===== config.mk =====
export PLATFORM = sky130hd
export DESIGN_NAME = cct_timer
export DESIGN_NICKNAME = d
export VERILOG_FILES = /design/src/rtl/cct_pkg.sv /design/src/rtl/cct_edge_det.sv /design/src/rtl/cct_counter.sv /design/src/rtl/cct_ccr_bank.sv /design/src/rtl/cct_timer.sv
export SDC_FILE = /design/constraint.sdc
export NUM_CORES = 1
export LEC_CHECK = 0
export ABC_AREA = 1
export BUFFER_PORTS_ARGS = -buffer_cell sky130_fd_sc_hd__buf_4
export CELL_PAD_IN_SITES_DETAIL_PLACEMENT = 1
export CELL_PAD_IN_SITES_GLOBAL_PLACEMENT = 2
export CORE_ASPECT_RATIO = 0.6
export CORE_MARGIN = 4
export CORE_UTILIZATION = 30
export DETAILED_ROUTE_END_ITERATION = 6
export PLACE_DENSITY = 0.85
export SYNTH_ARGS = -nofsm -noshare
export SYNTH_HDL_FRONTEND = slang
export SYNTH_SLANG_ARGS = --single-unit
export TNS_END_PERCENT = 30

===== constraint.sdc =====
create_clock -name clk -period 1.7 [get_ports clk]
set_input_delay 0 -clock clk [delete_from_list [all_inputs] [get_ports clk]]
set_output_delay 0 -clock clk [all_outputs]
set_load 0.02 [all_outputs]

===== src/rtl/cct_pkg.sv =====
package cct_pkg;

    localparam int unsigned CCT_W   = 16;
    localparam int unsigned CCT_NCH = 2;

    typedef logic [CCT_W-1:0] cct_word_t;

    typedef enum logic {
        MODE_FREE  = 1'b0,
        MODE_CLEAR = 1'b1
    } cct_mode_e;

    typedef struct packed {
        logic step;
        logic at_top;
        logic clear;
        logic ovf_set;
    } cct_cnt_ctl_t;

    function automatic logic all_ones(input cct_word_t v);
        return &v;
    endfunction

endpackage


===== src/rtl/cct_edge_det.sv =====
module cct_edge_det #(
    parameter int unsigned NPIN = 2
) (
    input  logic            clk,
    input  logic            rst,
    input  logic            run_en,
    input  logic [NPIN-1:0] pins,
    output logic [NPIN-1:0] rise
);

    logic [NPIN-1:0] prev_lvl;

    for (genvar i = 0; i < NPIN; i++) begin : g_pin
        // remembered level starts low; only tracks the pin while running
        always_ff @(posedge clk) begin
            if (rst) begin
                prev_lvl[i] <= 1'b0;
            end else if (run_en) begin
                prev_lvl[i] <= pins[i];
            end
        end

        assign rise[i] = run_en & pins[i] & ~prev_lvl[i];

        assert_no_double_edge_R11: assert property (@(posedge clk) disable iff (rst)
            (run_en && pins[i]) |=> !rise[i]);
    end

endmodule


===== src/rtl/cct_counter.sv =====
module cct_counter
    import cct_pkg::*;
#(
    parameter int unsigned W = CCT_W
) (
    input  logic         clk,
    input  logic         rst,
    input  logic         run_en,
    input  logic         cnt_pulse,
    input  cct_mode_e    mode,
    input  logic         match0,
    input  logic         ovf_clr,
    output logic [W-1:0] count,
    output logic         step,
    output logic         ovf_flag
);

    cct_cnt_ctl_t ctl;

    always_comb begin
        ctl.step    = run_en & cnt_pulse;
        ctl.at_top  = &count;
        ctl.clear   = ctl.step & (mode == MODE_CLEAR) & match0;
        ctl.ovf_set = ctl.step & ctl.at_top;
    end

    always_ff @(posedge clk) begin
        if (rst || !run_en) begin
            count <= '0;
        end else if (ctl.clear) begin
            count <= '0;
        end else if (ctl.step) begin
            count <= count + 1'b1;
        end
    end

    always_ff @(posedge clk) begin
        if (rst) begin
            ovf_flag <= 1'b0;
        end else begin
            ovf_flag <= ctl.ovf_set | (ovf_flag & ~ovf_clr);
        end
    end

    assign step = ctl.step;

    assert_idle_zero_R2: assert property (@(posedge clk) disable iff (rst)
        !run_en |=> (count == '0));
    assert_hold_R2: assert property (@(posedge clk) disable iff (rst)
        (run_en && !cnt_pulse) |=> $stable(count));
    assert_ovf_set_R5: assert property (@(posedge clk) disable iff (rst)
        (run_en && cnt_pulse && (&count)) |=> ovf_flag);
    assert_ovf_only_wrap_R5: assert property (@(posedge clk) disable iff (rst)
        (!ovf_flag && !(run_en && cnt_pulse && (&count))) |=> !ovf_flag);
    assert_ovf_sticky_R6: assert property (@(posedge clk) disable iff (rst)
        (ovf_flag && !ovf_clr) |=> ovf_flag);
    assert_clear_on_match_R4: assert property (@(posedge clk) disable iff (rst)
        (run_en && cnt_pulse && mode == MODE_CLEAR && match0) |=> (count == '0));

endmodule


===== src/rtl/cct_ccr_bank.sv =====
module cct_ccr_bank
    import cct_pkg::*;
#(
    parameter int unsigned W   = CCT_W,
    parameter int unsigned NCH = CCT_NCH,
    localparam int unsigned IW = (NCH > 1) ? $clog2(NCH) : 1
) (
    input  logic           clk,
    input  logic           rst,
    input  logic [W-1:0]   count,
    input  logic           step,
    input  logic [NCH-1:0] cap_sel,
    input  logic [NCH-1:0] rise,
    input  logic           wr_en,
    input  logic [IW-1:0]  wr_idx,
    input  logic [W-1:0]   wr_data,
    input  logic           rd_en,
    input  logic [IW-1:0]  rd_idx,
    output logic [NCH-1:0] match_hit,
    output logic [NCH-1:0] event_now,
    output logic [W-1:0]   rd_data
);

    logic [W-1:0]   ccr [NCH];
    logic [NCH-1:0] cap_now;
    logic [NCH-1:0] wr_hit;

    for (genvar i = 0; i < NCH; i++) begin : g_ch
        assign wr_hit[i]    = wr_en && (wr_idx == IW'(i));
        assign cap_now[i]   = cap_sel[i] & rise[i];
        // a write to the same register this cycle masks the compare
        assign match_hit[i] = ~cap_sel[i] & step & (count == ccr[i]) & ~wr_hit[i];
        assign event_now[i] = cap_sel[i] ? rise[i] : match_hit[i];

        always_ff @(posedge clk) begin
            if (rst) begin
                ccr[i] <= '0;
            end else if (cap_now[i]) begin
                ccr[i] <= count;
            end else if (wr_hit[i]) begin
                ccr[i] <= wr_data;
            end
        end

        assert_capture_load_R9: assert property (@(posedge clk) disable iff (rst)
            (cap_sel[i] && rise[i]) |=> (ccr[i] == $past(count)));
    end

    always_ff @(posedge clk) begin
        if (rst) begin
            rd_data <= '0;
        end else if (rd_en) begin
            rd_data <= cap_now[rd_idx] ? '0 : ccr[rd_idx];
        end
    end

    assert_capture_beats_read_R10: assert property (@(posedge clk) disable iff (rst)
        (rd_en && cap_sel[rd_idx] && rise[rd_idx]) |=> (rd_data == '0));

endmodule


===== src/rtl/cct_timer.sv =====
module cct_timer
    import cct_pkg::*;
(
    input  logic                clk,
    input  logic                rst,
    input  logic                run_en,
    input  logic                cnt_pulse,
    input  logic                clr_mode,
    input  logic [CCT_NCH-1:0]  cap_sel,
    input  logic [CCT_NCH-1:0]  trig,
    input  logic                wr_en,
    input  logic                wr_idx,
    input  logic [CCT_W-1:0]    wr_data,
    input  logic                rd_en,
    input  logic                rd_idx,
    input  logic                ovf_clr,
    output logic [CCT_W-1:0]    count,
    output logic [CCT_W-1:0]    rd_data,
    output logic                ovf_flag,
    output logic [CCT_NCH-1:0]  irq
);

    logic [CCT_NCH-1:0] rise;
    logic [CCT_NCH-1:0] match_hit;
    logic [CCT_NCH-1:0] event_now;
    logic               step;
    cct_mode_e          mode;

    assign mode = cct_mode_e'(clr_mode);

    cct_edge_det #(.NPIN(CCT_NCH)) u_edge (
        .clk    (clk),
        .rst    (rst),
        .run_en (run_en),
        .pins   (trig),
        .rise   (rise)
    );

    cct_counter #(.W(CCT_W)) u_cnt (
        .clk       (clk),
        .rst       (rst),
        .run_en    (run_en),
        .cnt_pulse (cnt_pulse),
        .mode      (mode),
        .match0    (match_hit[0]),
        .ovf_clr   (ovf_clr),
        .count     (count),
        .step      (step),
        .ovf_flag  (ovf_flag)
    );

    cct_ccr_bank #(.W(CCT_W), .NCH(CCT_NCH)) u_bank (
        .clk       (clk),
        .rst       (rst),
        .count     (count),
        .step      (step),
        .cap_sel   (cap_sel),
        .rise      (rise),
        .wr_en     (wr_en),
        .wr_idx    (wr_idx),
        .wr_data   (wr_data),
        .rd_en     (rd_en),
        .rd_idx    (rd_idx),
        .match_hit (match_hit),
        .event_now (event_now),
        .rd_data   (rd_data)
    );

    always_ff @(posedge clk) begin
        if (rst) begin
            irq <= '0;
        end else begin
            irq <= event_now;
        end
    end

    for (genvar i = 0; i < CCT_NCH; i++) begin : g_chk
        assert_match_irq_R7: assert property (@(posedge clk) disable iff (rst)
            match_hit[i] |=> irq[i]);
        assert_write_masks_match_R8: assert property (@(posedge clk) disable iff (rst)
            (wr_en && (wr_idx == 1'(i)) && !cap_sel[i]) |=> !irq[i]);
        assert_capture_irq_R9: assert property (@(posedge clk) disable iff (rst)
            (cap_sel[i] && rise[i]) |=> irq[i]);
    end

endmodule


### Word level (Yosys, flattened, before mapping)

Memory sizes are Yosys's and may differ from the RTL's.
Cells that the tools add are included.

| word-level totals | value |
|---|---|
| ROM bits | 0 |
| bits in latches | 0 |
| memories | 1 |
| memory bits (writable) | 32 |
| word-level logic and storage cells | 72 |
| output and inout port bits | 35 |
| bits in registers | 37 |
| input bits | 30 |

Memories:

| name | words | width | rd ports | clocked after Yosys merged registers in | write ports | line | text |
|---|---|---|---|---|---|---|---|
| u_bank.ccr | 2 | 16 | 3 | 0 | 2 | cct_ccr_bank.sv:24 | `logic [W-1:0] ccr [NCH];` |

| operators by class | value |
|---|---|
| $lt $le $gt $ge | 1 |
| muxes and demuxes | 25 |
| shifts and indexed selects | 0 |
| reductions and logical operators | 6 |
| $mul | 0 |
| add/sub/neg operators | 1 |
| div/mod/pow operators | 0 |
| equality and inequality tests | 2 |
| bitwise operators | 30 |

Operator list:

| operator | number |
|---|---|
| 2-to-1 mux 16 bit | 5 |
| == test 16 bit | 2 |
| 2-to-1 mux 1 bit | 20 |
| AND 1 bit | 17 |
| adder 16 x 1 -> 16 bit, second input constant | 1 |
| AND reduction 16 bit | 1 |
| NOT 1 bit | 8 |
| bitwise OR 1 bit | 5 |
| logical AND 1 bit | 2 |
| < comparator 1 x 2 -> 1 bit, second input constant | 1 |
| OR reduction 2 bit | 1 |
| zero test 1 bit | 1 |
| logical OR 1 bit | 1 |

### Depth between registers and ports, before layout

| depth | value |
|---|---|
| depth after elaboration | 8 |
| mapped depth | 10 |
| gate-level depth less buffers | 9 |

### By module

Synthesis repeated with hierarchy kept, for this count alone.

| unflattened totals | value |
|---|---|
| cell total of the unflattened synthesis | 559 |
| area total of the unflattened synthesis | 4160.2 µm² |

By module, submodules not included:

| module | instances | sequential area each (µm²) | area an instance (µm²) | cells an instance |
|---|---|---|---|---|
| cct_ccr_bank | 1 | 1281.2 | 3026.7 | 395 |
| cct_counter | 1 | 340.3 | 1002.2 | 147 |
| cct_edge_det | 1 | 40.0 | 76.3 | 11 |
| cct_timer | 1 | 40.0 | 55.1 | 6 |

### Worst setup path after synthesis

OpenSTA, ideal clock, no wires.

| path | value |
|---|---|
| kind | reg2reg |
| from | register u_cnt.count[0] |
| to | register u_cnt.count[10] |
| setup time | 116 ps |
| slack | 138 ps |
| path buffers | 0 |
| arrival | 1445 ps |
| clock period less this slack | 1562 ps |
| required time | 1584 ps |
| stages on the path, launching flop included | 9 |
| path through | dfxtp_1 > ha_1 > nand2_1 > nor2_1 > nand2_1 > nor2_2 > nand2_1 > xor2_1 > nor2_2 |

| on the way | value |
|---|---|
| word-level cells in the longest chain between the ends | 5 |
| elaborated cells between the ends (all ways) | 6 |
| classes of those cells | add/sub: 1; eq/ne: 1; bitwise: 3; reduce/logical: 1 |

RTL lines:

| what | line | text |
|---|---|---|
| from (decl) | cct_counter.sv:13 | `output logic [W-1:0] count,` |
| from (signal assigned) | cct_counter.sv:33 | `count <= count + 1'b1;` |
| == test 16 bit | cct_ccr_bank.sv:32 | `assign match_hit[i] = ~cap_sel[i] & step & (count == ccr[i]) & ~wr_hit[i];` |
| AND 1 bit (2 in series) | cct_ccr_bank.sv:32 |  |
| AND 1 bit | cct_counter.sv:23 | `ctl.clear = ctl.step & (mode == MODE_CLEAR) & match0;` |
| OR reduction 2 bit (no source line) | n/a |  |

Parallel ways exist; a longest one is shown, timed or not.
A chain may end at the register's enable or synchronous reset.

### Final worst setup path

| path | value |
|---|---|
| from | register u_cnt.count[10] |
| to | register u_cnt.count[15] |

Same word-level chain as after synthesis.

==> flow_summary_export.csv <==
group,metric,value,unit
run_status,status,"complete, no violations",
power_and_ir_drop,p_leak,2.09,nW
synthesis,yosys-top-cells-area,"sky130_fd_sc_hd__edfxtp_1 (25%), sky130_fd_sc_hd__dfxtp_1 (19%), sky130_fd_sc_hd__nand2_1 (10%)",
synthesis,synth_sequential_area_ratio,44.8,%
placement,gp_congestion,0.837,
timing,rsz0062_at_grt,"true",
detailed_routing,route.detailed.wl_per_inst,18.7,µm
timing,worst_slew_pin_slew,0.477,ns
floorplanning,die_area,14600,µm²
timing,relSlewSlack,68.1,%
synthesis,yosys_register_bits,69,
floorplanning,core.rowCount,31,
power_and_ir_drop,sw_frac_of_total,26.1,%
power_and_ir_drop,seq_power_share,45.0,%
timing,finalCritPeriodShare,95.4,%
clock_network,tritoncts.num_buffers,9,
power_and_ir_drop,switchingPower,1.09,mW
detailed_routing,post_drt_via_cell_ratio,4.93,
synthesis,synth_flop_cell,"sky130_fd_sc_hd__dfxtp_1",
finish,num-fill-cells,1489,
power_and_ir_drop,power.density,842,nW/µm²
synthesis,ys.warnings.count,0,
synthesis,synth.distinct_cells,36,
clock_network,cts_root_buf,"sky130_fd_sc_hd__clkbuf_16",
finish,finalCoreUtilization,40.6,%
clock_network,clk_pin_slew_worst_paths,0.06,ns
clock_network,post-cts-setup-buffer-count,0,
detailed_routing,detailedRoute.firstPassIterationCount,5,
timing,min_cycle_time_layout,1.62,ns
power_and_ir_drop,peakVddDrop,349,µV
floorplanning,die_width,153,µm
synthesis,synth-async-reset-ratio,0,%
placement,detailed_placement_hpwl,10600,µm
synthesis,netlist_area,3800,µm²
synthesis,synthDominantAreaCellType,"sky130_fd_sc_hd__edfxtp_1",
grt,largest_net_degree_at_the_start_of_global_routing,33,
critical_path,path_class,"flop to flop",
timing,fmax,0.616,GHz
grt,grt_first_pass_wirelength,21100,µm
finish,area_delta_synth_final,30.5,%
critical_path,critical_path_required,1.93,ns
timing,fin_skew,0.00591,ns
clock_network,cts_tree,"yes",
synthesis,most_common_cell_in_the_netlist,"sky130_fd_sc_hd__nand2_1",
timing,drv_slew,0,
power_and_ir_drop,internal-power,3.09,mW
finish,drive_above_1_share,28.1,%
floorplanning,io-pin-count,65,
grt,grt_pass1_vias,3671,
floorplanning,floorplan.initialDensity,31.1,%
detailed_routing,vias,3598,
synthesis,synth_fp_nets,505,
detailed_routing,route.antenna.remaining_nets,0,
finish,antenna_cells_inserted,0,
grt,total_global_routing_overflow,0,
power_and_ir_drop,clock_power_share,42.0,%
synthesis,synthDominantCellAreaShare,25.3,%
min_path,worstHoldPathType,"primary input to flop",
critical_path,worst-endpoint-arrival,1.85,ns
synthesis,post_synth_inst_count,474,
detailed_routing,detail_route.iter0.violations,336,
critical_path,end_kind,"flop",
floorplanning,die_h,95.2,µm
clock_network,cts_max_level,3,
detailed_routing,drc,0,
synthesis,syn-mean-instance-area,8.02,µm²
timing,fin_tns_setup,0,ns
critical_path,worstSetupStartpointType,"flop",
clock_network,clk_latency,0.34,ns
synthesis,synth_edf_count,32,
grt,grt_antenna_before_repair,0,
power_and_ir_drop,comb_power_share,13.0,%
detailed_routing,totalWireLength,13700,µm
floorplanning,core,12200,µm²
grt,track_usage,19.3,%
synthesis,netlist_top_cells_count,"sky130_fd_sc_hd__nand2_1 (101), sky130_fd_sc_hd__inv_1 (61), sky130_fd_sc_hd__nor2_1 (48)",
placement,port_buffers,64,
timing,timing_hold_violations_final,0,
clock_network,cts.sink_count,69,
clock_network,clk_path_buf_depth,2,
finish,finish.net_count,592,
timing,final-setup-viol-count,0,
run,max_cap_violations,0,
critical_path,crit_fanout,16,
## critical path, stage by stage (launching register included)
cell and delay [ns]:
sky130_fd_sc_hd__dfxtp_1 0.44, sky130_fd_sc_hd__inv_2 0.10, sky130_fd_sc_hd__nand2_1 0.07, sky130_fd_sc_hd__nand2_1 0.05, sky130_fd_sc_hd__nor2_1 0.19, sky130_fd_sc_hd__nand3b_1 0.13, sky130_fd_sc_hd__nor2_2 0.13, sky130_fd_sc_hd__nand3_2 0.13
sky130_fd_sc_hd__nand2_8 0.19, sky130_fd_sc_hd__nor2_1 0.07
## cell type report
class | instances | area, µm² | share of cell area (%)
clock buffers | 13 | 260 | 5.24
flip-flops and latches | 69 | 1710 | 34.5
clock inverters | 2 | 10.0 | 0.202
inverters | 71 | 267 | 5.37
multi-input cells | 318 | 1750 | 35.4
well taps | 165 | 206 | 4.16
repair buffers | 92 | 753 | 15.2
## power groups by stage
stage | clock network, mW | logic [mW] | registers [mW]
after CTS | 1.77 | 0.544 | 1.88
after global placement | 0 | 0.523 | 1.91
after detailed placement | 0 | 0.532 | 1.91
final | 1.75 | 0.545 | 1.88
after floorplan | 0 | 0.261 | 1.93
after global routing | 1.85 | 0.598 | 1.89
## worst paths after layout
check	depth (start not counted)	slack (ns)	startpoint	endpoint
hold reg to reg	2	0.47	u_edge.prev_lvl[1]	u_edge.prev_lvl[1]
hold / removal	3	0.003	wr_data[3]	u_bank.ccr[0][3]
setup / recovery	9	0.08	u_cnt.count[10]	u_cnt.count[15]
setup reg to reg	9	0.08	u_cnt.count[10]	u_cnt.count[15]
## timing repair
action | in CTS | in global routing
pin swaps | 1 | 1
endpoints found under the setup margin | 1 | 17
hold buffers | 5 | 0
hold endpoints to repair | 4 | 0
resized for setup | 2 | 10
## routing by layer
metal  track usage [%]  share of wire (%)  routed length (µm)
met1              29.4                 53                7240
met3              5.71                7.4                1010
met4              3.60               0.68                  93
met2              27.0                 39                5320
met5                 0                  0                   0
## placed cells by master, fill, tap and decap left out, types with 10 or more instances in the layout
cell,synthesis,routed
sky130_fd_sc_hd__dfxtp_1,37,29
sky130_fd_sc_hd__nand2_1,101,101
sky130_fd_sc_hd__inv_1,61,61
sky130_fd_sc_hd__o21ai_0,29,29
sky130_fd_sc_hd__edfxtp_1,32,32
sky130_fd_sc_hd__o211ai_1,12,12
sky130_fd_sc_hd__a21oi_1,22,21
sky130_fd_sc_hd__nor2_1,48,47
sky130_fd_sc_hd__nor2_2,13,14
sky130_fd_sc_hd__xor2_1,14,14
sky130_fd_sc_hd__inv_2,10,10
sky130_fd_sc_hd__buf_4,3,83
sky130_fd_sc_hd__o22ai_1,16,16
## through the flow
| stage | hold slack (ns) | setup slack [ns] | instances | area (µm²) | power [mW] |
|---|---|---|---|---|---|
| final | 0.00256 | 0.0775 | 730 | 4960 | 4.18 |
| after global routing | 0.0258 | -0.00928 | 730 | 4960 | 4.34 |
| after CTS | 0.000705 | 0.0185 | 730 | 4940 | 4.19 |
| after detailed placement | 0.221 | 0.0163 | 710 | 4610 | 2.44 |
| after global placement | 0.218 | 0.0397 | 710 | 4610 | 2.43 |
| after floorplan | 0.0691 | 0.138 | 474 | 3800 | 2.19 |
## flip-flops by register name (all words and copies together) (netlist names)
register         cells
u_edge.prev_lvl      2
u_bank.rd_data      16
u_cnt.ovf_flag       1
irq                  2
u_bank.ccr          32
u_cnt.count         16
## kinds of logic (layout without fill, tap and decap cells)
| logic type | after synthesis | in the layout | share of synthesized area (%) |
|---|---|---|---|
| AOI/OAI and AO/OA | 97 | 97 | 16.4 |
| and+or+nand+nor | 200 | 200 | 24.3 |
| adders and majority gates | 1 | 1 | 0.329 |
| DFF | 69 | 69 | 44.8 |
| xor gates and xnor gates | 20 | 20 | 4.61 |
| buffers and inverters | 87 | 178 | 9.58 |
(Power assumes the default switching activity.)
